--- config.mk ---
export PLATFORM = sky130hd
export DESIGN_NAME = tdma_tx
export DESIGN_NICKNAME = d
export VERILOG_FILES = /design/src/rtl/tdma_pkg.sv /design/src/rtl/tdma_edge.sv /design/src/rtl/tdma_ser.sv /design/src/rtl/tdma_tx.sv
export SDC_FILE = /design/constraint.sdc
export NUM_CORES = 1
export LEC_CHECK = 0
export ABC_AREA = 1
export BUFFER_PORTS_ARGS = -buffer_cell sky130_fd_sc_hd__clkbuf_2
export CORE_UTILIZATION = 45
export DETAILED_ROUTE_END_ITERATION = 16
export PLACE_DENSITY_LB_ADDON = 0.15
export SLEW_MARGIN = 20
export SYNTH_ARGS = -nofsm -noshare
export SYNTH_HDL_FRONTEND = slang
export SYNTH_SLANG_ARGS = --single-unit
--- constraint.sdc ---
create_clock -name clk_i -period 7.8 [get_ports clk_i]
set_clock_uncertainty 0.15 [all_clocks]
set_input_delay 0 -clock clk_i [delete_from_list [all_inputs] [get_ports clk_i]]
set_output_delay 0 -clock clk_i [all_outputs]
set_load 0.1 [all_outputs]
--- src/rtl/tdma_pkg.sv ---
package tdma_pkg;
  typedef enum logic [2:0] {S_IDLE, S_DRD, S_SEND, S_BRD, S_WB} state_e;
  localparam int unsigned OWN_BIT     = 31;
  localparam int unsigned INTEN_BIT   = 2;
  localparam int unsigned PAD_BIT     = 0;
  localparam int unsigned ST_DONE_BIT = 3;  // word 2 bit 19
  localparam int unsigned ST_IRQ_BIT  = 0;  // word 2 bit 16
endpackage

--- src/rtl/tdma_edge.sv ---
module tdma_edge (
  input  logic clk_i,
  input  logic rst_ni,
  input  logic en_i,
  output logic rise_o,
  output logic fall_o
);
  logic en_q;
  always_ff @(posedge clk_i or negedge rst_ni)
    if (!rst_ni) en_q <= 1'b0;
    else         en_q <= en_i;
  assign rise_o = en_i & ~en_q;
  assign fall_o = ~en_i & en_q;
endmodule

--- src/rtl/tdma_ser.sv ---
module tdma_ser #(
  parameter int BPW = 4,
  localparam int CW = $clog2(BPW + 1)
) (
  input  logic             clk_i,
  input  logic             rst_ni,
  input  logic             flush_i,
  input  logic             load_i,
  input  logic [8*BPW-1:0] word_i,
  input  logic [CW-1:0]    cnt_i,
  input  logic             last_i,
  input  logic             ready_i,
  output logic [7:0]       data_o,
  output logic             valid_o,
  output logic             last_o,
  output logic             empty_o
);
  logic [8*BPW-1:0] sh_q;
  logic [CW-1:0]    left_q;
  logic             last_q;

  always_ff @(posedge clk_i or negedge rst_ni)
    if (!rst_ni) begin
      sh_q   <= '0;
      left_q <= '0;
      last_q <= 1'b0;
    end else if (flush_i) begin
      left_q <= '0;
    end else if (load_i) begin
      sh_q   <= word_i;
      left_q <= cnt_i;
      last_q <= last_i;
    end else if (valid_o && ready_i) begin
      sh_q   <= sh_q >> 8;
      left_q <= left_q - 1'b1;
    end

  assign valid_o = (left_q != '0);
  assign empty_o = (left_q == '0);
  assign data_o  = sh_q[7:0];
  assign last_o  = last_q && (left_q == CW'(1));
endmodule

--- src/rtl/tdma_tx.sv ---
module tdma_tx
  import tdma_pkg::*;
#(
  parameter int          MIN_LEN = 60,
  parameter logic [31:0] RST_PTR = 32'hFFFF_FFFC
) (
  input  logic        clk_i,
  input  logic        rst_ni,
  input  logic        tx_en_i,
  input  logic [31:0] start_addr_i,
  input  logic        demand_i,
  input  logic        sum_irq_i,
  output logic        mem_req_o,
  output logic        mem_we_o,
  output logic [31:0] mem_addr_o,
  output logic [31:0] mem_wdata_o,
  input  logic        mem_rsp_i,
  input  logic [31:0] mem_rdata_i,
  input  logic        mem_err_i,
  output logic [7:0]  tx_data_o,
  output logic        tx_valid_o,
  output logic        tx_last_o,
  input  logic        tx_ready_i,
  output logic        evt_done_o,
  output logic        evt_unavail_o,
  output logic        evt_berr_o,
  output logic        evt_halt_o,
  output logic [31:0] cur_desc_o,
  output logic [31:0] cur_buf_o,
  output logic        busy_o
);
  localparam int LW  = 16;
  localparam int BPW = 4;
  localparam int CW  = $clog2(BPW + 1);
  localparam logic [LW-1:0] MINL = LW'(MIN_LEN);

  state_e        state_q;
  logic [1:0]    idx_q;
  logic [31:0]   flags_q, next_q, cur_desc_q, cur_buf_q;
  logic [LW-1:0] len_q, pos_q;
  logic          ok_q, irq_q, abort_q;
  logic          evt_done_q, evt_unav_q, evt_berr_q, evt_halt_q;

  logic rise, fall, acc, ser_empty, ser_load, pad_ld, dat_ld, ser_last;
  logic [LW-1:0] total_w, rem_w, avail_w;
  logic [CW-1:0] n_w;
  logic [31:0]   masked_w, ser_word, fl_wb;
  logic [15:0]   sts_w;

  tdma_edge u_edge (.clk_i, .rst_ni, .en_i(tx_en_i), .rise_o(rise), .fall_o(fall));

  always_comb begin
    total_w = (flags_q[PAD_BIT] && len_q < MINL) ? MINL : len_q;
    rem_w   = total_w - pos_q;
    avail_w = len_q - pos_q;
    n_w     = (rem_w >= LW'(BPW)) ? CW'(BPW) : rem_w[CW-1:0];
    for (int b = 0; b < BPW; b++)
      masked_w[b*8 +: 8] = (LW'(b) < avail_w) ? mem_rdata_i[b*8 +: 8] : 8'h00;
  end

  assign acc      = (state_q == S_DRD) || (state_q == S_BRD) || (state_q == S_WB);
  assign pad_ld   = (state_q == S_SEND) && ser_empty && !fall && !abort_q &&
                    (pos_q >= len_q) && (pos_q < total_w);
  assign dat_ld   = (state_q == S_BRD) && mem_rsp_i && !mem_err_i && !abort_q && !fall;
  assign ser_load = pad_ld | dat_ld;
  assign ser_word = dat_ld ? masked_w : '0;
  assign ser_last = ((pos_q + LW'(n_w)) == total_w);

  tdma_ser #(.BPW(BPW)) u_ser (
    .clk_i, .rst_ni, .flush_i(fall), .load_i(ser_load), .word_i(ser_word),
    .cnt_i(n_w), .last_i(ser_last), .ready_i(tx_ready_i),
    .data_o(tx_data_o), .valid_o(tx_valid_o), .last_o(tx_last_o), .empty_o(ser_empty)
  );

  always_comb begin
    sts_w              = '0;
    sts_w[ST_DONE_BIT] = ok_q;
    sts_w[ST_IRQ_BIT]  = irq_q;
    fl_wb              = flags_q;
    fl_wb[OWN_BIT]     = 1'b0;
    mem_we_o           = (state_q == S_WB);
    mem_wdata_o        = (idx_q == 2'd2) ? {sts_w, len_q} : fl_wb;
    unique case (state_q)
      S_BRD:   mem_addr_o = {cur_buf_q[31:2], 2'b00} + {16'b0, pos_q};
      default: mem_addr_o = cur_desc_q + {28'b0, idx_q, 2'b00};
    endcase
  end
  assign mem_req_o = acc;

  always_ff @(posedge clk_i or negedge rst_ni)
    if (!rst_ni) begin
      state_q    <= S_IDLE;
      idx_q      <= '0;
      flags_q    <= '0;
      next_q     <= '0;
      len_q      <= '0;
      pos_q      <= '0;
      ok_q       <= 1'b0;
      irq_q      <= 1'b0;
      abort_q    <= 1'b0;
      cur_desc_q <= RST_PTR;
      cur_buf_q  <= '0;
      evt_done_q <= 1'b0;
      evt_unav_q <= 1'b0;
      evt_berr_q <= 1'b0;
      evt_halt_q <= 1'b0;
    end else begin
      evt_done_q <= 1'b0;
      evt_unav_q <= 1'b0;
      evt_berr_q <= 1'b0;
      evt_halt_q <= 1'b0;
      if (ser_load) pos_q <= pos_q + LW'(n_w);
      if (fall) begin
        evt_halt_q <= 1'b1;
        if (acc && !mem_rsp_i) abort_q <= 1'b1;
        else begin
          abort_q <= 1'b0;
          state_q <= S_IDLE;
        end
      end else if (abort_q) begin
        if (mem_rsp_i) begin
          abort_q <= 1'b0;
          state_q <= S_IDLE;
        end
      end else begin
        unique case (state_q)
          S_IDLE: if (demand_i && tx_en_i) begin
            state_q <= S_DRD;
            idx_q   <= '0;
          end
          S_DRD: if (mem_rsp_i) begin
            if (mem_err_i) begin
              evt_berr_q <= 1'b1;
              state_q    <= S_IDLE;
            end else begin
              unique case (idx_q)
                2'd0: if (!mem_rdata_i[OWN_BIT]) begin
                        evt_unav_q <= 1'b1;
                        state_q    <= S_IDLE;
                      end else begin
                        flags_q <= mem_rdata_i;
                        idx_q   <= 2'd1;
                      end
                2'd1: begin cur_buf_q <= mem_rdata_i;        idx_q <= 2'd2; end
                2'd2: begin len_q     <= mem_rdata_i[LW-1:0]; idx_q <= 2'd3; end
                default: begin
                  next_q  <= mem_rdata_i;
                  pos_q   <= '0;
                  ok_q    <= 1'b1;
                  state_q <= S_SEND;
                end
              endcase
            end
          end
          S_SEND: if (ser_empty) begin
            if (pos_q >= total_w) begin
              state_q <= S_WB;
              idx_q   <= 2'd2;
              irq_q   <= sum_irq_i;
            end else if (pos_q < len_q) state_q <= S_BRD;
          end
          S_BRD: if (mem_rsp_i) begin
            if (mem_err_i) begin
              evt_berr_q <= 1'b1;
              ok_q       <= 1'b0;
              state_q    <= S_WB;
              idx_q      <= 2'd2;
              irq_q      <= sum_irq_i;
            end else state_q <= S_SEND;
          end
          S_WB: if (mem_rsp_i) begin
            if (mem_err_i) evt_berr_q <= 1'b1;
            if (idx_q == 2'd2) idx_q <= 2'd0;
            else begin
              cur_desc_q <= next_q;
              evt_done_q <= ok_q && flags_q[INTEN_BIT];
              state_q    <= S_DRD;
              idx_q      <= '0;
            end
          end
          default: state_q <= S_IDLE;
        endcase
      end
      if (rise) cur_desc_q <= start_addr_i;
    end

  assign evt_done_o    = evt_done_q;
  assign evt_unavail_o = evt_unav_q;
  assign evt_berr_o    = evt_berr_q;
  assign evt_halt_o    = evt_halt_q;
  assign cur_desc_o    = cur_desc_q;
  assign cur_buf_o     = cur_buf_q;
  assign busy_o        = (state_q != S_IDLE);
endmodule

Yosys cells after proc, flatten, opt, wreduce, memory -nomap -nowiden
Cells that the tools add are included.
{ "totals": {"inputBits": 72, "wordCells": 212, "regBits": 208, "out_inout_bits": 145} }
{ "op_classes": {"n_reduce_logical": 47, "muxes": 88, "n_eq_ne": 33, "n_lt_le_gt_ge": 10, "bitwise": 9, "n_addsub": 6} }
{ "op_table": {"columns": ["op", "n"], "rows": [
  ["2-to-1 mux 32 bit", 10],
  ["2-to-1 mux 16 bit", 8],
  ["2-to-1 mux 3 bit", 19],
  ["adder 32 x 16 -> 32 bit", 1],
  ["adder 32 x 4 -> 32 bit", 1],
  [">= comparator 16 bit", 2],
  ["< comparator 1 x 16 -> 1 bit, first input constant", 2],
  ["< comparator 16 bit", 2],
  ["< comparator 2 x 16 -> 1 bit, first input constant", 2],
  ["2-to-1 mux 8 bit", 4],
  ["subtractor 16 bit", 2],
  ["2-to-1 mux 1 bit", 31],
  ["2-to-1 mux 31 bit", 1],
  ["inequality test 2 bit, second input constant", 10],
  ["2-to-1 mux 2 bit", 9],
  ["AND reduction 6 bit", 3],
  ["adder 16 x 3 -> 16 bit", 1],
  ["equality test 16 bit", 1],
  [">= comparator 16 x 3 -> 1 bit, second input constant", 1],
  ["< comparator 16 x 6 -> 1 bit, second input constant", 1],
  ["logical AND 1 bit", 15],
  ["case mux 3 bit (5 select lines)", 1],
  ["AND reduction 7 bit", 2],
  ["AND reduction 13 bit", 1],
  ["other kinds (35)", 63]
]} }

Logic depth before layout (Yosys ltp)
{ "depth": {"ltp_word": 15, "depth_mapped": 43, "mapped_depth_nobuf": 43} }

By module
A second synthesis with hierarchy kept.
{ "hier_totals": {"hier_cells": 2001, "hier_area_um2": 13937.1} }
{ "by_module_without_submodules": {"columns": ["module", "area_each_um2", "seq_area_each_um2", "n_inst", "cells_each"], "rows": [
  ["tdma_tx", 11974.0, 4316.6, 1, 1732],
  ["tdma_ser", 1923.1, 900.9, 1, 264],
  ["tdma_edge", 40.0, 25.0, 1, 5]
]} }

Worst setup path after synthesis
OpenSTA, ideal clock, no wires.
{ "synth_timing": {"kind": "register to output", "startpoint": "reg cur_buf_q[2], in the netlist cur_buf_o[2]", "endpoint": "out mem_addr_o[30]", "arrival_time_ns": 5.715, "t_required_ns": 7.650, "setup_slack_ns": 1.935, "path_buffers": 0, "stages_incl_launch_ff": 20, "path_cell_list": "dfrtp_1 > ha_1 > inv_1 > fa_1 > nand3b_1 > nand2_1 > nand2_1 > o21ai_1 > a31oi_1 > o21ai_2 > a21boi_0 > o21ai_1 > nand2_1 > nor2_2 > nand4_1 > nor2_1 > nand4_1 > inv_1 > nor2_1 > o21ai_0"} }
{ "synth_via": {"elab_chain_len": 2} }
{ "synth_lines": {"columns": ["item", "line_no", "source"], "rows": [
  ["start: declaration", "tdma_tx.sv:39", "logic [31:0] flags_q, next_q, cur_desc_q, cur_buf_q;"],
  ["start signal: assignment", "tdma_tx.sv:102", "cur_buf_q <= '0;"],
  ["start signal: assignment", "tdma_tx.sv:144", "2'd1: begin cur_buf_q <= mem_rdata_i; idx_q <= 2'd2; end"],
  ["adder 32 x 16 -> 32 bit", "tdma_tx.sv:84", "S_BRD: mem_addr_o = {cur_buf_q[31:2], 2'b00} + {16'b0, pos_q};"],
  ["2-to-1 mux 32 bit", "tdma_tx.sv:83", "unique case (state_q)"],
  ["end: declaration", "tdma_tx.sv:15", "output logic [31:0] mem_addr_o,"]
]} }
Every way passes these cells.

Worst setup path in the final report
{ "layout_timing": {"startpoint": "reg len_q[13]", "endpoint": "reg u_ser.last_q"} }
{ "layout_via": {"elab_chain_len": 8, "word_cells_on_any_way": 14, "classes_between": "add/sub (2); order compare (4); eq/ne (1); mux (2); bitwise (1); reduce/logical (4)"} }
{ "layout_lines": {"columns": ["item", "line_no", "source"], "rows": [
  ["start: declaration", "tdma_tx.sv:40", "logic [LW-1:0] len_q, pos_q;"],
  ["start signal: assignment", "tdma_tx.sv:96", "len_q <= '0;"],
  ["start signal: assignment", "tdma_tx.sv:145", "2'd2: begin len_q <= mem_rdata_i[LW-1:0]; idx_q <= 2'd3; end"],
  ["< comparator 16 x 6 -> 1 bit", "tdma_tx.sv:53", "total_w = (flags_q[PAD_BIT] && len_q < MINL) ? MINL : len_q;"],
  ["logical AND 1 bit", "tdma_tx.sv:53", null],
  ["2-to-1 mux 16 bit", "tdma_tx.sv:53", null],
  ["subtractor 16 bit", "tdma_tx.sv:54", "rem_w = total_w - pos_q;"],
  [">= comparator 16 x 3 -> 1 bit", "tdma_tx.sv:56", "n_w = (rem_w >= LW'(BPW)) ? CW'(BPW) : rem_w[CW-1:0];"],
  ["2-to-1 mux 3 bit", "tdma_tx.sv:56", null],
  ["adder 16 x 3 -> 16 bit", "tdma_tx.sv:67", "assign ser_last = ((pos_q + LW'(n_w)) == total_w);"],
  ["equality test 16 bit", "tdma_tx.sv:67", null],
  ["end signal: assignment", "tdma_ser.sv:32", "last_q <= last_i;"],
  ["end: declaration", "tdma_ser.sv:20", "logic last_q;"]
]} }
Several ways; a longest one is shown, not always the timed one.
A chain may end at the register's enable or synchronous reset.

==> metrics <==
status=complete, but fails checks; failing checks=negative hold slack; setup TNS=0 ps; max_cap viols=0; most frequent cells in the layout=nand2_1 (403), clkbuf_2 (214), inv_1 (207); Die W=174.6 um; RSZ-0062 raised after global routing=false; WS Path Type=reg2reg; CP required=8110 ps; DIE AREA=0.03050 mm^2; clk slew on worst S/H paths=60 ps; Cell Rows=62; mux cell area share after synthesis=0.0007463; Worst Setup Slack post-DPL=1485 ps; height of the die=174.6 um; Yosys top cell by area=dfrtp_1; Final WS setup=1309 ps; Syn Inst Count=1825; antenna diode count=0; Most Frequent Cell on Critical Path=nand2_1; Starting Density=0.4623; post-synthesis adder-cell area fraction=0.05915; fin util=0.5606; Relative slew margins=0.3593; first-pass GRT wire length=72.55 mm; TritonCTS clock tree=yes; layout cells sized above 1=0.1654; Iteration-0 DRC Markers=1109; Area after DPL=0.01473 mm^2; Reg2Reg Setup Slack=1310 ps; async set-reset flop share out of synthesis=1.000; FMAX=154.1 MHz; # nets final=2200; Reg2Reg Capture Point=u_ser.last_q$_DFFE_PN0P_; area grow syn2layout=21.28%; vias post-DR=13.46k; Period minus WS final=6491 ps; via/cell ratio=5.448; dominant synthesized flop cell=dfrtp_1; post-route cell area=0.01627 mm^2; Critical Path End Type=flop; final WL=46.87 mm; DP Wirelength=35.17 mm; antenna violations before repair=1; Slew @ Worst Pin=961.0 ps; Yosys reg bits=208; Routed Antenna Nets=0; FF-to-FF Start=len_q[13]$_DFFE_PN0P_; Post-synth EDFFs=0; crit share post-route=0.8322; compound-gate portion of the synthesized area=0.1594; All-Layer GR Usage=0.3057; xor and xnor area share after synthesis=0.03694; Setup Fix Bufs, Post-CTS=0; CP Data Arrival Time=6800 ps; clk_lat worst skew=530 ps; largest family of logic cells by synthesized area=simple AND/OR/NAND/NOR gates; max-slew violation count=0; Syn. warnings=0; synthesized area per cell=7.349 um^2; per-cell routed wire length=18.98 um; Seq/Total Area, Yosys=0.3909; drt drc=0; worst hold slack=-1.738 ps; CTS resizes=0; critical path peak fanout=6; commonest non-fill, non-tap cell in the layout=nand2_1; Hold Vio Cnt, Final=1; crit-path max cell delay=490 ps; # IOs=217; area share of the largest cell type after synthesis=0.3321; Crit-path slowest cell=o21ai_0; grt total ovfl=0; CORE AREA=0.02901 mm^2; DRT Pass-1 Iters=6; gpl congestion=0.9484; Mapped Area=0.01341 mm^2; clk sinks=208; CTS root buffer=clkbuf_16; Clock Path Buffers=3; crit start category=flop; vias in the first global route=12.65k; Num CTS Buffers=25; Min-Delay Path Class=in2async; Synth Area in Simple Gates=0.2661; Reg2Reg Depth=38; synth top area cells=dfrtp_1 (33%), nand2_1 (11%), o21ai_0 (6.6%), dfstp_2 (5.9%), inv_1 (5.8%); Final Setup Violations=0; pin count of the biggest net entering global routing=75; CTS H-tree depth=1; Mapped Nets=1958; IO buf count=215; Cell variety after synth=60
==> cell usage after synthesis, types with 2 or more instances <==
library cell	number
nand3_4	3
dfstp_2	30
o21ai_2	2
fa_1	4
o211ai_1	12
o31ai_1	3
nand4_1	21
a21oi_1	119
a31oi_1	38
nand2_4	4
nor2_2	3
ha_1	57
o2111ai_1	2
xor2_1	40
o21ai_1	5
or2_2	3
o32ai_1	2
a21oi_2	2
buf_2	9
o21ai_0	177
and2_1	2
a21o_1	2
buf_1	5
inv_1	207
nand2_1	403
nand2_2	12
clkbuf_1	60
a211oi_1	4
o21bai_1	5
nor4_1	10
xnor2_1	14
nand3_1	133
nand3_2	7
inv_2	4
buf_4	9
o22ai_1	6
clkinv_1	3
nor3_1	23
nand3b_1	2
o41ai_1	2
nor2_1	178
dfrtp_1	178
nor3_2	3
==> sequential cells by signal, indices dropped and copies added, names as in the netlist <==
signal / count
idx_q: 2
flags_q: 31
irq_q: 1
u_ser.sh_q: 32
evt_berr_o: 1
evt_halt_o: 1
evt_unavail_o: 1
evt_done_o: 1
u_ser.left_q: 3
ok_q: 1
cur_buf_o: 32
cur_desc_o: 32
u_ser.last_q: 1
abort_q: 1
len_q: 16
u_edge.en_q: 1
pos_q: 16
next_q: 32
state_q: 3
==> per-stage QoR <==
| stage | std cells | hold slack, ps |
|---|---|---|
| final | 2470 | -1.738 |
| after global routing | 2470 | 7.423 |
| after CTS | 2470 | 0.08904 |
| after detailed placement | 2351 | -102.8 |
| after global placement | 2351 | -105.8 |
| after floorplan | 1825 | -445.6 |
==> cell families after synthesis <==
group / after synthesis
multiplexers: 1
flip-flops: 208
AND/OR/NAND/NOR: 813
other: 1
adder cells (fa/ha/maj): 61
AO/OA/AOI/OAI: 389
XOR/XNOR: 55
buffers and inverters: 297
==> final cells by class <==
class	count	area [um^2]
Fill cell	2855	12750
Multi-Input combinational cell	1320	7056
Sequential cell	208	5243
Timing Repair Buffer	298	1908
Inverter	214	803.3
Clock buffer	40	711.9
Tap cell	384	480.5
Clock inverter	6	63.81
==> critical path, delay by kind of cell, from the launching register on <==
| family | cells | cell delay [ps] |
|---|---|---|
| AO/OA/AOI/OAI | 4 | 1140 |
| XOR/XNOR | 1 | 240 |
| adder cells (fa/ha/maj) | 2 | 760 |
| buffers and inverters | 4 | 340 |
| flip-flops | 1 | 470 |
| AND/OR/NAND/NOR | 27 | 3330 |
==> timing repair <==
item	in CTS	in global routing
setup endpoints to repair	0	0
hold buffers	73	0
endpoints found under the hold margin	256	0
==> how the worst max path moves through the flow <==
stage	start	to	depth (start not counted)
after CTS	len_q[15]$_DFFE_PN0P_	u_ser.last_q$_DFFE_PN0P_	37
after detailed placement	len_q[15]$_DFFE_PN0P_	u_ser.last_q$_DFFE_PN0P_	37
final	len_q[13]$_DFFE_PN0P_	u_ser.last_q$_DFFE_PN0P_	38
after floorplan	cur_buf_o[2]$_DFFE_PN0P_	mem_addr_o[30]	19
after global routing	len_q[13]$_DFFE_PN0P_	u_ser.last_q$_DFFE_PN0P_	41
after global placement	len_q[15]$_DFFE_PN0P_	u_ser.last_q$_DFFE_PN0P_	41
==> per-layer routing <==
| metal | vias to the layer above | GRT usage | routed length [um] |
|---|---|---|---|
| met2 | 528 | 0.4648 | 20180 |
| met5 | - | 0 | 0 |
| met3 | 57 | 0.06919 | 4109 |
| li1 | 6500 | - | - |
| met1 | 6371 | 0.4457 | 21670 |
| met4 | 0 | 0.05978 | 915 |
Power is left out: the tool's default activity adds up to more than one toggle a clock period on the data nets, which glitch-free logic cannot reach.
